**src/rtl/strap_pkg.sv**
```systemverilog
package strap_pkg;

  typedef enum logic [1:0] {
    MODE_NORMAL = 2'b00,
    MODE_REFDIV = 2'b01,
    MODE_HIZ    = 2'b10
  } outMode_e;

  localparam logic [1:0] LVL_LOW  = 2'b00;
  localparam logic [1:0] LVL_MID  = 2'b01;
  localparam logic [1:0] LVL_HIGH = 2'b10;

  // strobes from control to datapath
  typedef struct packed {
    logic capture;  // latch straps this cycle
    logic locked;   // capture has already happened
  } ctrlStrobe_t;

endpackage

```
**src/rtl/strap_ctrl.sv**
```systemverilog
module strap_ctrl
  import strap_pkg::*;
#(
  parameter int SYNC_STAGES = 2
) (
  input  logic        clk,
  input  logic        rstN,
  input  logic        pwrGoodN,
  output ctrlStrobe_t strobe
);

  typedef enum logic {ST_ARMED, ST_LOCKED} ctrlState_e;

  ctrlState_e state;
  logic       pgLowSync;

  generate
    if (SYNC_STAGES >= 2) begin : g_chain
      logic [SYNC_STAGES-1:0] syncChain;
      always_ff @(posedge clk or negedge rstN) begin
        if (!rstN) syncChain <= '1;
        else       syncChain <= {syncChain[SYNC_STAGES-2:0], pwrGoodN};
      end
      assign pgLowSync = ~syncChain[SYNC_STAGES-1];
    end else begin : g_single
      logic syncOne;
      always_ff @(posedge clk or negedge rstN) begin
        if (!rstN) syncOne <= 1'b1;
        else       syncOne <= pwrGoodN;
      end
      assign pgLowSync = ~syncOne;
    end
  endgenerate

  always_comb begin
    strobe.capture = (state == ST_ARMED) && pgLowSync;
    strobe.locked  = (state == ST_LOCKED);
  end

  always_ff @(posedge clk or negedge rstN) begin
    if (!rstN)               state <= ST_ARMED;
    else if (strobe.capture) state <= ST_LOCKED;
  end


  lock_sticky_chk: assert property (@(posedge clk) disable iff (!rstN)
    strobe.locked |=> strobe.locked && !strobe.capture);


  capture_once_chk: assert property (@(posedge clk) disable iff (!rstN)
    strobe.capture |=> strobe.locked);

endmodule

```
**src/rtl/strap_dp.sv**
```systemverilog
module strap_dp
  import strap_pkg::*;
#(
  parameter int FREQ_W = 9
) (
  input  logic              clk,
  input  logic              rstN,
  input  ctrlStrobe_t       strobe,
  input  logic              selA,
  input  logic [1:0]        selB,
  input  logic              tableDouble,
  output logic              strapValid,
  output logic              testMode,
  output logic [1:0]        outMode,
  output logic [FREQ_W-1:0] cpuMhz
);

  logic validQ, testQ, latA, latBHigh;

  always_ff @(posedge clk or negedge rstN) begin
    if (!rstN) begin
      validQ   <= 1'b0;
      testQ    <= 1'b0;
      latA     <= 1'b0;
      latBHigh <= 1'b0;
    end else if (strobe.capture) begin
      validQ   <= 1'b1;
      testQ    <= (selB == LVL_MID);
      latA     <= selA;
      latBHigh <= selB[1];
    end
  end

  function automatic logic [FREQ_W-1:0] lookupMhz(input logic a, input logic bHigh,
                                                   input logic dbl);
    logic [FREQ_W-1:0] v;
    case ({dbl, a, bHigh})
      3'b000:  v = FREQ_W'(100);
      3'b001:  v = FREQ_W'(200);
      3'b010:  v = FREQ_W'(133);
      3'b011:  v = FREQ_W'(166);
      3'b100:  v = FREQ_W'(200);
      3'b101:  v = FREQ_W'(400);
      3'b110:  v = FREQ_W'(266);
      default: v = FREQ_W'(333);
    endcase
    return v;
  endfunction

  always_comb begin
    strapValid = validQ;
    testMode   = testQ;
    cpuMhz     = testQ ? '0 : lookupMhz(latA, latBHigh, tableDouble);
    if (testQ) outMode = selA ? MODE_HIZ : MODE_REFDIV;
    else       outMode = MODE_NORMAL;
  end


  lock_valid_chk: assert property (@(posedge clk) disable iff (!rstN)
    strobe.locked == strapValid);


  latched_stable_chk: assert property (@(posedge clk) disable iff (!rstN)
    (strapValid && $past(strapValid)) |-> ($stable(latA) && $stable(latBHigh) && $stable(testQ)));


  mid_enters_test_chk: assert property (@(posedge clk) disable iff (!rstN)
    (strobe.capture && selB == LVL_MID) |=> testMode);


  test_sticky_chk: assert property (@(posedge clk) disable iff (!rstN)
    testMode |=> testMode);


  normal_before_valid_chk: assert property (@(posedge clk) disable iff (!rstN)
    !strapValid |-> (outMode == MODE_NORMAL && !testMode));

endmodule

```
**src/rtl/freq_strap_latch.sv**
```systemverilog
module freq_strap_latch
  import strap_pkg::*;
#(
  parameter int SYNC_STAGES = 2,
  parameter int FREQ_W      = 9
) (
  input  logic              clk,
  input  logic              rstN,
  input  logic              pwrGoodN,
  input  logic              selA,
  input  logic [1:0]        selB,
  input  logic              tableDouble,
  output logic              strapValid,
  output logic              testMode,
  output logic [1:0]        outMode,
  output logic [FREQ_W-1:0] cpuMhz
);

  ctrlStrobe_t strobe;

  strap_ctrl #(.SYNC_STAGES(SYNC_STAGES)) i_ctrl (
    .clk      (clk),
    .rstN     (rstN),
    .pwrGoodN (pwrGoodN),
    .strobe   (strobe)
  );

  strap_dp #(.FREQ_W(FREQ_W)) i_dp (
    .clk         (clk),
    .rstN        (rstN),
    .strobe      (strobe),
    .selA        (selA),
    .selB        (selB),
    .tableDouble (tableDouble),
    .strapValid  (strapValid),
    .testMode    (testMode),
    .outMode     (outMode),
    .cpuMhz      (cpuMhz)
  );

endmodule

```
**config.mk**
```make
export PLATFORM = sky130hd
export DESIGN_NAME = freq_strap_latch
export DESIGN_NICKNAME = d
export VERILOG_FILES = /design/src/rtl/strap_pkg.sv /design/src/rtl/strap_ctrl.sv /design/src/rtl/strap_dp.sv /design/src/rtl/freq_strap_latch.sv
export SDC_FILE = /design/constraint.sdc
export NUM_CORES = 1
export LEC_CHECK = 0
export BUFFER_PORTS_ARGS = -buffer_cell sky130_fd_sc_hd__buf_2
export CAP_MARGIN = 20
export CORE_AREA = 2 2 39 41
export DETAILED_ROUTE_END_ITERATION = 7
export DIE_AREA = 0 0 41 43
export HOLD_SLACK_MARGIN = 0.15
export PLACE_DENSITY_LB_ADDON = 0.12
export REMOVE_ABC_BUFFERS = 1
export SLEW_MARGIN = 5
export SYNTH_ARGS = -nofsm -noshare
export SYNTH_HDL_FRONTEND = slang
export SYNTH_SLANG_ARGS = --single-unit
```
**constraint.sdc**
```tcl
create_clock -name clk -period 1.35 [get_ports clk]
set_input_delay 0 -clock clk [delete_from_list [all_inputs] [get_ports clk]]
set_output_delay 0 -clock clk [all_outputs]
set_load 0.01 [all_outputs]
```
# Word-level counts from Yosys, hierarchy flattened
# Index checks and enable logic that the tools add are counted.
# totals
inputBits	7
mem_bits_ro	0
latchBits	0
word_cells	21
out_inout_bits	13
mem_bits_rw	0
regBits	6
memories	0
# op_classes
n_addsub	0
n_mul	0
div_mod_pow	0
shifts	0
n_reduce_logical	3
bitwise_logic	2
n_eq_ne	7
n_lt_le_gt_ge	0
n_mux	4
# op_table
cell	n
$pmux 9 s6	1
$eq 3x3->1 const B	3
$mux 9	1
$eq 3x2->1 const B	2
$mux 2	2
$eq 3x1->1 const B	1
$logic_not 3->1	1
$eq 2x1->1 const B	1
$not 1->1	2
$reduce_or 2->1	1
$logic_and 1x1->1	1

# Logic depth before layout (Yosys ltp)
# depth
depth_word	4
depth_mapped	3
ltp_nobuf	2

# By module
# Synthesis repeated with hierarchy kept, for this count alone.
# hier_totals
cells_unflattened	41
area_unflattened_um2	411.6
# modules_own_cells
module	seq_area_each_um2	area_each_um2	n_inst	cells_each
strap_dp	100.1	316.6	1	35
strap_ctrl	77.6	95.1	1	6

# Worst setup path before layout
# Ideal clock, no wire load.
# synth_timing
path_kind	reg-to-reg
startpoint	register i_dp.strapValid (netlist name)
endpoint	register i_dp.latA
n_path_buf	0
setup_time_ns	0.125
arrival_time_ns	0.913
stages_incl_launch_ff	3
path_slack_ns	0.312
t_required_ns	1.225
cell_sequence	dfrtp_1 -> nor2_1 -> mux2_2
# synth_rtl
element	line	text
end signal: assignment	strap_dp.sv:29	latA <= selA;
end: declaration	strap_dp.sv:18	logic validQ, testQ, latA, latBHigh;

# Final worst setup path
# layout_timing
startpoint	register i_dp.testQ (netlist: i_dp.testMode)
endpoint	output port cpuMhz[3]
# layout_between
elab_chain_len	1
# layout_lines
element	line	text
start: declaration	strap_dp.sv:18	
start signal: assignment	strap_dp.sv:28	testQ <= (selB == LVL_MID);
$mux 9	strap_dp.sv:53	cpuMhz = testQ ? '0 : lookupMhz(latA, latBHigh, tableDouble);
end: declaration	freq_strap_latch.sv:16	output logic [FREQ_W-1:0] cpuMhz
# Every way passes these cells.

==> key figures <==
Run status
  • Status: finished, final reports clean

Logic synthesis
  • Largest cells by area after synthesis: dfrtp_1 27%, dfstp_2 14%, nand2b_1 8.5%, buf_6 6.1%, mux2_2 6.1%
  • #FFs+latches synth: 6
  • Mapped Area: between 300 and 400 um^2
  • Post-synthesis cell count: 38
  • Sequential-to-total area share from yosys stat: 41.50%
  • Share of async-settable or async-resettable flops after synthesis: 100.0%
  • Area leader, netlist: dfrtp_1
  • Most used flip-flop cell after synthesis: dfrtp_1
  • Mean Syn Cell Area: 9.680 um^2
  • Number of synthesized flops with an enable pin: 0
  • Share of the synthesized area in the top cell type: 27.21%
  • Distinct cells, synth: 22
  • Ys Warns: 0

Global routing
  • Global-route total usage across every layer: between 10% and 20%
  • GRT overflow: 0
  • First-pass GRT wire length: roughly 1200 um
  • Largest net degree at the start of global routing: 11
  • Initial antenna violation count: 0
  • Vias in the first global route: 309

Place
  • I/O Buffers: 19
  • HPWL after DPL: 579.6 um
  • GPL Wtd Cong: 0.6890
  • Placed cell area: 452.9 um^2

CTS
  • Clk_lat worst skew: around 0.24 ns
  • Clock root buffer master: clkbuf_4
  • H-tree depth: 1
  • Total CTS buffers: 3
  • Max Buffers Root-to-Sink: 2
  • Post-CTS Repair Setup Buffers: 0
  • Clock slew at reported path FFs: 0.04 ns
  • Clock sink count: 6
  • CTS tree: yes

STA
  • Final Max Tran Viols: 0
  • Worst Tran Pin Value: between 0.2 and 0.3 ns
  • Setup-failing EPs final: 0
  • Fmax: ~820 MHz
  • Post-Route Skew: 0.0006274 ns
  • Tcrit/Tclk final: 90.43%
  • Crit path time final: 1.221 ns
  • Slew HR: 82.42%
  • Final hold viol count: 0
  • Hold WS: between 0.2 and 0.25 ns

Setup path
  • Crit path largest cell delay: 0.45 ns
  • CP Data Required Time: 1.35 ns
  • CP Launch Type: register
  • Critical Setup Path Class: register to output pin
  • Arr. time, crit path: 1.22 ns
  • Buf+Inv Stages, Crit Path: 1
  • Critical path's slowest cell: dfrtp_1
  • Cell depth of the worst setup path: 3
  • Worst Path Max Fanout: 10
  • CP endpoint kind: output pin
  • Worst reg-to-reg path cell count: 2
  • Crit path max-delay family: flip-flops
  • Critical-path cell list: or2_1, mux2i_1, buf_2

Cells and area
  • Final #Nets: 72
  • Non-Filler Cell Area, Final: approximately 540 um^2
  • N_diodes: 0
  • Layout cells sized above 1: 42.86%
  • Area grow syn2layout: 45.92%

Power and ir drop
  • Int Power: between 0.3 and 0.4 mW
  • Pwr dens: just under 900 mW/mm^2
  • Comb pwr share: between 20% and 30%
  • Register share of total power: 43.7%
  • Leak Pwr: 0.2645 nW
  • Sw frac: between 20% and 30%
  • Clock power share: 35.1%
  • P_sw: 0.1207 mW
  • Peak supply drop: 592.0 uV

Floorplanning
  • CORE AREA: around 0.0014 mm^2
  • Starting Density: 26.58%
  • Die Area: 0.001763 mm^2
  • IO Count: 20
  • Chip width: just over 40 um
  • Num rows: 14
  • Die extent in y: 43 um

Drt
  • Starting DRC count in detailed routing: 4
  • DR vias/cell: 4.316
  • Drt first pass iters: 4
  • DRT antenna net count: 0
  • WL final: a little over 700 um
  • Via count: 341
  • WL per Instance: 9.190 um
  • DRC: 0

Job
  • Maxcap violations: 0

Worst hold path
  • Class of the worst hold path: input port to async pin
timing repair:
action	in CTS	in global routing
endpoints found under the setup margin	0	1
gates resized for setup	0	1
hold buffers	6	0
hold endpoints to repair	10	0
metal layers:
layer / vias to the layer above / track usage [%] / wire length, um
li1: 175 / - / -
met1: 147 / 10.56 / 304
met2: 17 / 16.25 / 341
met3: 2 / 1.571 / 65
met4: 0 / 8.000 / 15
met5: - / 0 / 0
power groups by stage:
stage / logic, mW / clock network (mW) / registers [mW]
finish: 0.0991 / 0.164 / 0.204
global route: 0.113 / 0.188 / 0.206
detailed placement: 0.0878 / 0 / 0.206
CTS: 0.101 / 0.172 / 0.204
global placement: 0.0871 / 0 / 0.206
floorplan: 0.0469 / 0 / 0.203
synth_stat cells, types with 2 or more instances:
library cell  number
nand2b_1           5
nor2_1             6
dfrtp_1            4
dfstp_2            2
buf_6              2
nor2b_1            2
mux2_2             2
cell families after synthesis:
| kind of cell | after synthesis | synth area share (%) |
|---|---|---|
| simple gates | 18 | 26.53 |
| xor+xnor | 2 | 4.763 |
| flops | 6 | 41.50 |
| buf+inv | 4 | 9.183 |
| mux | 3 | 8.843 |
| compound gates | 5 | 9.183 |
stage by stage:
stage	setup WS [ns]	cells	power (mW)	util (%)	setup TNS [ns]
floorplan	0.3125	35	0.2502	-	0
global placement	0.3169	70	0.2932	32.73	0
detailed placement	0.2903	70	0.2940	32.73	0
CTS	0.04090	79	0.4770	38.70	0
global route	-0.003443	79	0.5070	38.79	-0.003443
finish	0.1291	79	0.4664	38.79	0
flip-flops by register name, summed over array words and instances (netlist names):
| signal | cells |
|---|---|
| i_ctrl.g_chain.syncChain | 2 |
| i_dp.latA | 1 |
| i_dp.latBHigh | 1 |
| i_dp.strapValid | 1 |
| i_dp.testMode | 1 |
worst paths after layout:
| path | slack (ns) | from | end |
|---|---|---|---|
| max reg2reg | 0.29 | i_dp.strapValid$_DFFE_PN0P_ | i_dp.latA$_DFFE_PN0P_ |
| min | 0.24 | rstN | i_ctrl.g_chain.syncChain[0]$_DFF_PN1_ |
| min in group clk | 0.36 | i_ctrl.g_chain.syncChain[0]$_DFF_PN1_ | i_ctrl.g_chain.syncChain[1]$_DFF_PN1_ |
| min reg2reg | 0.36 | i_ctrl.g_chain.syncChain[0]$_DFF_PN1_ | i_ctrl.g_chain.syncChain[1]$_DFF_PN1_ |
| max in group asynchronous | 0.49 | rstN | i_dp.latA$_DFFE_PN0P_ |
| max | 0.13 | i_dp.testMode$_DFFE_PN0P_ | cpuMhz[3] |
cell type report:
class	instances	area, um^2
Tap cell	16	20.02
Fill cell	154	847.1
Multi-Input combinational cell	28	181.4
Inverter	1	3.754
Clock buffer	3	22.52
Timing Repair Buffer	25	155.1
Sequential cell	6	153.9
placed cells by master (no fill, tap or decap):
cell type      count
buf_2             19
nor2_1             6
dlygate4sd3_1      6
nand2b_1           5
clkbuf_4           3
dfrtp_1            3
nor2b_1            2
mux2_2             2
dfstp_2            2
a21o_1             1
nand3_1            1
a21oi_1            1
or2_1              1
xor2_1             1
mux2i_1            1
and3b_1            1
xnor2_1            1
nor3_1             1
a211oi_1           1
and2_1             1
inv_1              1
o21ai_0            1
o41ai_1            1
dfrtp_2            1
worst register-to-register path, delay by kind of cell (launching register included):
family | cells | cell delay, ns
and+or+nand+nor | 1 | 0.18
DFF | 1 | 0.40
muxes | 1 | 0.36
No activity file was read; power rests on OpenSTA's default activity.
